`src/rtl/cplock_pkg.sv`:
```
// Shared types for the complementary-pair lock.
// Assumes nothing beyond being compiled before the modules that import it.
package cplock_pkg;
    // Selects which side of the complementary pair a branch evaluates
    typedef enum logic {
        BR_TRUE  = 1'b0,
        BR_COMPL = 1'b1
    } branch_e;
endpackage

```
`src/rtl/cplock_keymix.sv`:
```
// Per-bit key mixing stage: each input bit is combined with a key bit,
// using XNOR where INV_MASK is 1 and XOR elsewhere.
// Assumes x and k have the same width N.
module cplock_keymix #(
    parameter int          N        = 6,
    parameter logic [N-1:0] INV_MASK = '0
) (
    input  logic [N-1:0] x,
    input  logic [N-1:0] k,
    output logic [N-1:0] m
);
    for (genvar i = 0; i < N; i++) begin : g_bit
        if (INV_MASK[i]) begin : g_xnor
            // XNOR key gate for this position
            assign m[i] = ~(x[i] ^ k[i]);
        end else begin : g_xor
            // XOR key gate for this position
            assign m[i] = x[i] ^ k[i];
        end
    end
endmodule

```
`src/rtl/cplock_gterm.sv`:
```
// One branch of the complementary pair: the N-input AND of the mixed
// vector, or its inverse when KIND selects the complement side.
// Assumes the caller supplies an already key-mixed vector.
module cplock_gterm
    import cplock_pkg::*;
#(
    parameter int      N    = 6,
    parameter branch_e KIND = BR_TRUE
) (
    input  logic [N-1:0] v,
    output logic         t
);
    if (KIND == BR_TRUE) begin : g_true
        // True side: high only when every mixed bit is high
        assign t = &v;
    end else begin : g_compl
        // Complement side: low only when every mixed bit is high
        assign t = ~(&v);
    end
endmodule

```
`src/rtl/cplock_demo_fn.sv`:
```
// Example protected function: bit j is the XOR of input bits j and j+1,
// wrapping at the top bit.
// Assumes N is at least 2.
module cplock_demo_fn #(
    parameter int N = 6
) (
    input  logic [N-1:0] x,
    output logic [N-1:0] y
);
    for (genvar j = 0; j < N; j++) begin : g_out
        // Neighbour XOR with wrap-around
        assign y[j] = x[j] ^ x[(j + 1) % N];
    end
endmodule

```
`src/rtl/cplock_top.sv`:
```
// Complementary-pair lock wrapped around the example function.
// A true branch and an inverted branch, each keyed by its own key half,
// are ANDed into a flip signal that is XORed into output bit PROT_IDX.
// Both output vectors are registered with a synchronous active-low reset.
// Assumes PROT_IDX < N and that prim_in and the keys are stable at the clock edge.
module cplock_top
    import cplock_pkg::*;
#(
    parameter int           N        = 6,
    parameter logic [N-1:0] POL      = 6'b101100,
    parameter int           PROT_IDX = 2
) (
    input  logic         clk,
    input  logic         rst_n,
    input  logic [N-1:0] prim_in,
    input  logic [N-1:0] key_a,
    input  logic [N-1:0] key_b,
    output logic [N-1:0] fn_out,
    output logic [N-1:0] locked_out
);
    localparam logic [N-1:0] NO_INV = '0;

    logic [N-1:0] mix_a;
    logic [N-1:0] mix_b;
    logic         br_a;
    logic         br_b;
    logic         flip;
    logic [N-1:0] fn_val;
    logic [N-1:0] lock_val;

    cplock_keymix #(.N(N), .INV_MASK(POL)) u_mix_a (
        .x(prim_in), .k(key_a), .m(mix_a)
    );

    cplock_keymix #(.N(N), .INV_MASK(NO_INV)) u_mix_b (
        .x(prim_in), .k(key_b), .m(mix_b)
    );

    cplock_gterm #(.N(N), .KIND(BR_TRUE)) u_br_a (
        .v(mix_a), .t(br_a)
    );

    cplock_gterm #(.N(N), .KIND(BR_COMPL)) u_br_b (
        .v(mix_b), .t(br_b)
    );

    cplock_demo_fn #(.N(N)) u_fn (
        .x(prim_in), .y(fn_val)
    );

    // Flip fires only when both sides of the pair are high
    assign flip = br_a & br_b;

    for (genvar j = 0; j < N; j++) begin : g_lock
        if (j == PROT_IDX) begin : g_prot
            // Inserted flip gate on the protected bit
            assign lock_val[j] = fn_val[j] ^ flip;
        end else begin : g_pass
            // Unprotected bit passes straight through
            assign lock_val[j] = fn_val[j];
        end
    end

    // Output register stage with synchronous active-low reset
    always_ff @(posedge clk) begin
        if (!rst_n) begin
            fn_out     <= '0;
            locked_out <= '0;
        end else begin
            fn_out     <= fn_val;
            locked_out <= lock_val;
        end
    end
endmodule

```
`config.mk`:
```
export PLATFORM = sky130hd
export DESIGN_NAME = cplock_top
export DESIGN_NICKNAME = d
export VERILOG_FILES = /design/src/rtl/cplock_pkg.sv /design/src/rtl/cplock_keymix.sv /design/src/rtl/cplock_gterm.sv /design/src/rtl/cplock_demo_fn.sv /design/src/rtl/cplock_top.sv
export SDC_FILE = /design/constraint.sdc
export NUM_CORES = 1
export LEC_CHECK = 0
export ABC_AREA = 1
export BUFFER_PORTS_ARGS = -buffer_cell sky130_fd_sc_hd__buf_2
export CAP_MARGIN = 20
export CORE_MARGIN = 4
export CORE_UTILIZATION = 46
export CTS_CLUSTER_DIAMETER = 40
export DETAILED_ROUTE_END_ITERATION = 10
export PLACE_DENSITY = 0.81
export SETUP_SLACK_MARGIN = 0.02
export SLEW_MARGIN = 30
export SYNTH_ARGS = -nofsm -noshare
export SYNTH_HDL_FRONTEND = slang
export SYNTH_HIERARCHICAL = 1
export SYNTH_SLANG_ARGS = --single-unit
```
`constraint.sdc`:
```
create_clock -name clk -period 1.5 [get_ports clk]
set_clock_uncertainty 0.05 [all_clocks]
set_input_delay 0.15 -clock clk [delete_from_list [all_inputs] [get_ports clk]]
set_output_delay 0.15 -clock clk [all_outputs]
set_load 0.03 [all_outputs]
```
* After elaboration in Yosys (flattened, before gate mapping)
Index checks and enable logic that the tools add are counted.
Operators by class: add/subtract/negate cells 0, multiply operators 0, div/mod/pow operators 0, $lt $le $gt $ge 0, eq/ne operators 0, shifts and indexed selects 0, multiplexer cells 0, bitwise gates (word level) 24, reductions and logical operators 2
Operators with widths (count):
- 1-bit XOR | 19
- 6-bit AND reduction | 2
- 1-bit inverter | 4
- 1-bit bitwise AND | 1
Storage, ports and cells: register bits 12, bits in latches 0, memory bits (writable) 0, ROM bits 0, output and inout port bits 12, logic and storage cells 28, memories 0

* Logic depth before layout (Yosys ltp)
word-level depth 5, depth in mapped cells 11

* Modules after synthesis
Netlist, hierarchy kept.
By module, submodules not included:
- cplock_top | times used 1, cells an instance 30, area an instance 245.2 µm², sequential area each 140.1 µm²
- cplock_keymix | times used 2, cells an instance 30, area an instance 112.6 µm², sequential area each 0.0 µm²
- cplock_demo_fn | times used 1, cells an instance 24, area an instance 90.1 µm², sequential area each 0.0 µm²
- cplock_gterm at u_br_a | times used 1, cells an instance 7, area an instance 28.8 µm², sequential area each 0.0 µm²
- cplock_gterm at u_br_b | times used 1, cells an instance 6, area an instance 22.5 µm², sequential area each 0.0 µm²

* Worst setup path before layout
OpenSTA, ideal clock, no wires.
path kind register to output, start point register, netlist name fn_out[0], end point output locked_out[0], data arrival time 0.700 ns, required time 1.300 ns, setup slack 0.600 ns, cell stages (with the launch flop) 2, buffers on the path 1, cell sequence dfxtp_1 > buf_4
RTL lines:
- end, declared | RTL line cplock_top.sv:19 | output logic [N-1:0] locked_out

* Final worst setup path
start point register fn_out[5], end point output fn_out[5]
RTL lines:
- start, declared | RTL line cplock_top.sv:18 | output logic [N-1:0] fn_out,
- start signal, assigned | RTL line cplock_top.sv:70 | fn_out <= fn_val;
No word-level cell between the ends.

==> summary.md <==
| Metric | Value |
|---|---|
| Status | finished clean |
| Via count | between 600 and 700 |
| Fillers | roughly 130 |
| Grt total ovfl | 0 |
| Worst setup SP type | register |
| CTS Buffer Depth | 2 |
| Crit-path cells | buf_2 |
| Post-synth EDFFs | 0 |
| Crit-path leading delay family | flip-flops |
| 1st-pass router iterations | 4 |
| Layout cells sized above 1 | between 20 and 25% |
| Leakage power | approximately 0.00064 uW |
| Wire per inst | approximately 7.0 um |
| Register area share after synthesis | 22.9% |
| Pwr Density | between 700 and 800 mW/mm^2 |
| Max Clk Rate | around 1.0 GHz |
| Max stage delay on crit path | about 0.32 ns |
| Die Ht | 44.5 um |
| Crit end category | primary output |
| Cts bufs inserted | 3 |
| Least-Margin Pin Slew | roughly 0.16 ns |
| # IOs | 32 |
| Ant. Diodes | 0 |
| Final Util | roughly 66% |
| Starting Density | between 50% and 60% |
| Cell variety after synth | 6 |
| Port Buffers | 31 |
| Leading area contributor after synthesis | nand2_1 |
| Tmin final | about 0.96 ns |
| GPL Wtd Cong | ~0.80 |
| Data arrival, critical path | 0.76 ns |
| CP required | roughly 1.3 ns |
| Die X | between 40 and 50 um |
| Max_cap viols | 0 |
| Clock sink count | 7 |
| Slew Viols, Final | 0 |
| Pin count of the biggest net entering global routing | 8 |
| FF+latch area | about 140 sq um |
| Synth Instances | 127 |
| DP Cell Count | 167 |
| Most common cell in the netlist | nand2_1 |
| Resized cells post-CTS | 0 |
| First-pass GRT wire length | around 1900 um |
| Post-Route WL | 1200 um |
| Hold_ws | approximately 0.12 ns |
| Htree depth | 1 |
| Async SR Flop Fraction | 0% |
| Leading post-synthesis cells by cell area | nand2_1 44%, inv_1 25%, dfxtp_1 23% |
| Area fraction of the dominant cell type after synthesis | between 40 and 50% |
| Fin. Hold Viols | 0 |
| Clock slew at reported path FFs | ~0.050 ns |
| Final net count | approximately 180 |
| Main synth FF type | dfxtp_1 |
| Hold endpoint | fn_out[2] |
| # DRC | 0 |
| Worst hold path type | input pin to register |
| Final WS setup | approximately 0.54 ns |
| Mapped Avg Cell Area | 4.82 sq um |
| Hold-fix buffers at CTS | 0 |
| Final Setup Violations | 0 |
| Final ANT Viol Nets | 0 |
| CTS tree | yes |
| DRT iter0 DRCs | 13 |
| Slew margin rel. | 89.6% |
| Min-delay src | rst_n |
| List of most frequent post-synthesis cells | 71 x nand2_1, 40 x inv_1, 7 x dfxtp_1 |
| Synth Cell Area | between 600 and 700 sq um |
| Crit Path Class | register to primary output |
| Vias in the first global route | 555 |
| Root Driver | clkbuf_4 |
| All-Layer GR Usage | between 10 and 15% |
| Worst hold path depth | 3 |
| Core area | ~0.0012 sq mm |
| Seq cells post-synth | 7 |
| Setup_tns | 0 ns |
| Multi-input combinational cell area | ~280 sq um |
| Post-detail-place hpwl | 1050 um |
| VDD IR max | between 0.0002 and 0.00025 V |
| Worst-path maximum fanout | 2 |
| Crit path buf inv count | 1 |
| Setup bufs post-CTS | 0 |
| Die area | about 0.002 sq mm |
| Site Rows | 12 |
| Period utilization | a little under two thirds |
| Slowest cell on crit path | dfxtp_1 |
| Initial antenna violation count | 0 |
| Syn_nets | between 100 and 150 |
| Setup WS pre-CTS | roughly 0.44 ns |
| Finished Layout Cells | between 150 and 200 |
| Syn-to-layout area delta | 26.4% |
| RSZ-0062 raised after global routing | no |
| Syn. warnings | 6 |
| Avg Vias per Cell | between 4 and 5 |
## power breakdown
part	internal [uW]	switching, uW
logic	61.8	117
clock network	101	61.2
registers	199	3.79
## state kept, by name, summed over array words and instances, names as in the netlist
signal	flops
locked_out	1
fn_out	6
## layout by cell type, fill, tap and decap left out, drive strengths merged
cell type  synthesis  final
dfxtp              7      7
buf                5     31
clkbuf             0      4
nand2             71     71
inv               40     40
nor2               4      4
## worst max path at each step
| stage | from | to | slack, ns | depth (start not counted) |
|---|---|---|---|---|
| after CTS | fn_out[5] | fn_out[5] | 0.53 | 1 |
| final | fn_out[5] | fn_out[5] | 0.54 | 1 |
| after global placement | prim_in[4] | locked_out[2] | 0.48 | 11 |
| after floorplan | fn_out[0] | locked_out[0] | 0.60 | 1 |
| after global routing | fn_out[5] | locked_out[5] | 0.52 | 1 |
| after detailed placement | prim_in[4] | locked_out[2] | 0.44 | 12 |
## metrics by stage
stage	power, uW	cell area [sq um]
global placement	380	747
floorplan	328	612
CTS	550	773
detailed placement	385	747
finish	543	773
global route	579	773
## area by class of cell
class / instances / share of cell area (%)
repair buffers: 31 / 20.1
multi-input cells: 75 / 36.7
well taps: 14 / 2.27
inverters: 40 / 19.4
flip-flops and latches: 7 / 18.1
clock buffers: 4 / 3.40
## routing by layer
metal | part of all wire [%] | up-vias | wire, um | track usage (%)
met1 | 43 | 273 | 518 | 14.1
met2 | 47 | 21 | 566 | 22.9
li1 | - | 396 | - | -
met4 | 0.75 | 0 | 9 | 5.42
met3 | 8.9 | 2 | 107 | 1.63
met5 | 0 | - | 0 | 0
## cell families after synthesis
group / Yosys count / share of synthesized area [%]
flip-flops: 7 / 22.9
AND/OR/NAND/NOR: 75 / 46.4
buffers and inverters: 45 / 30.7
No activity file was read; power rests on OpenSTA's default activity.
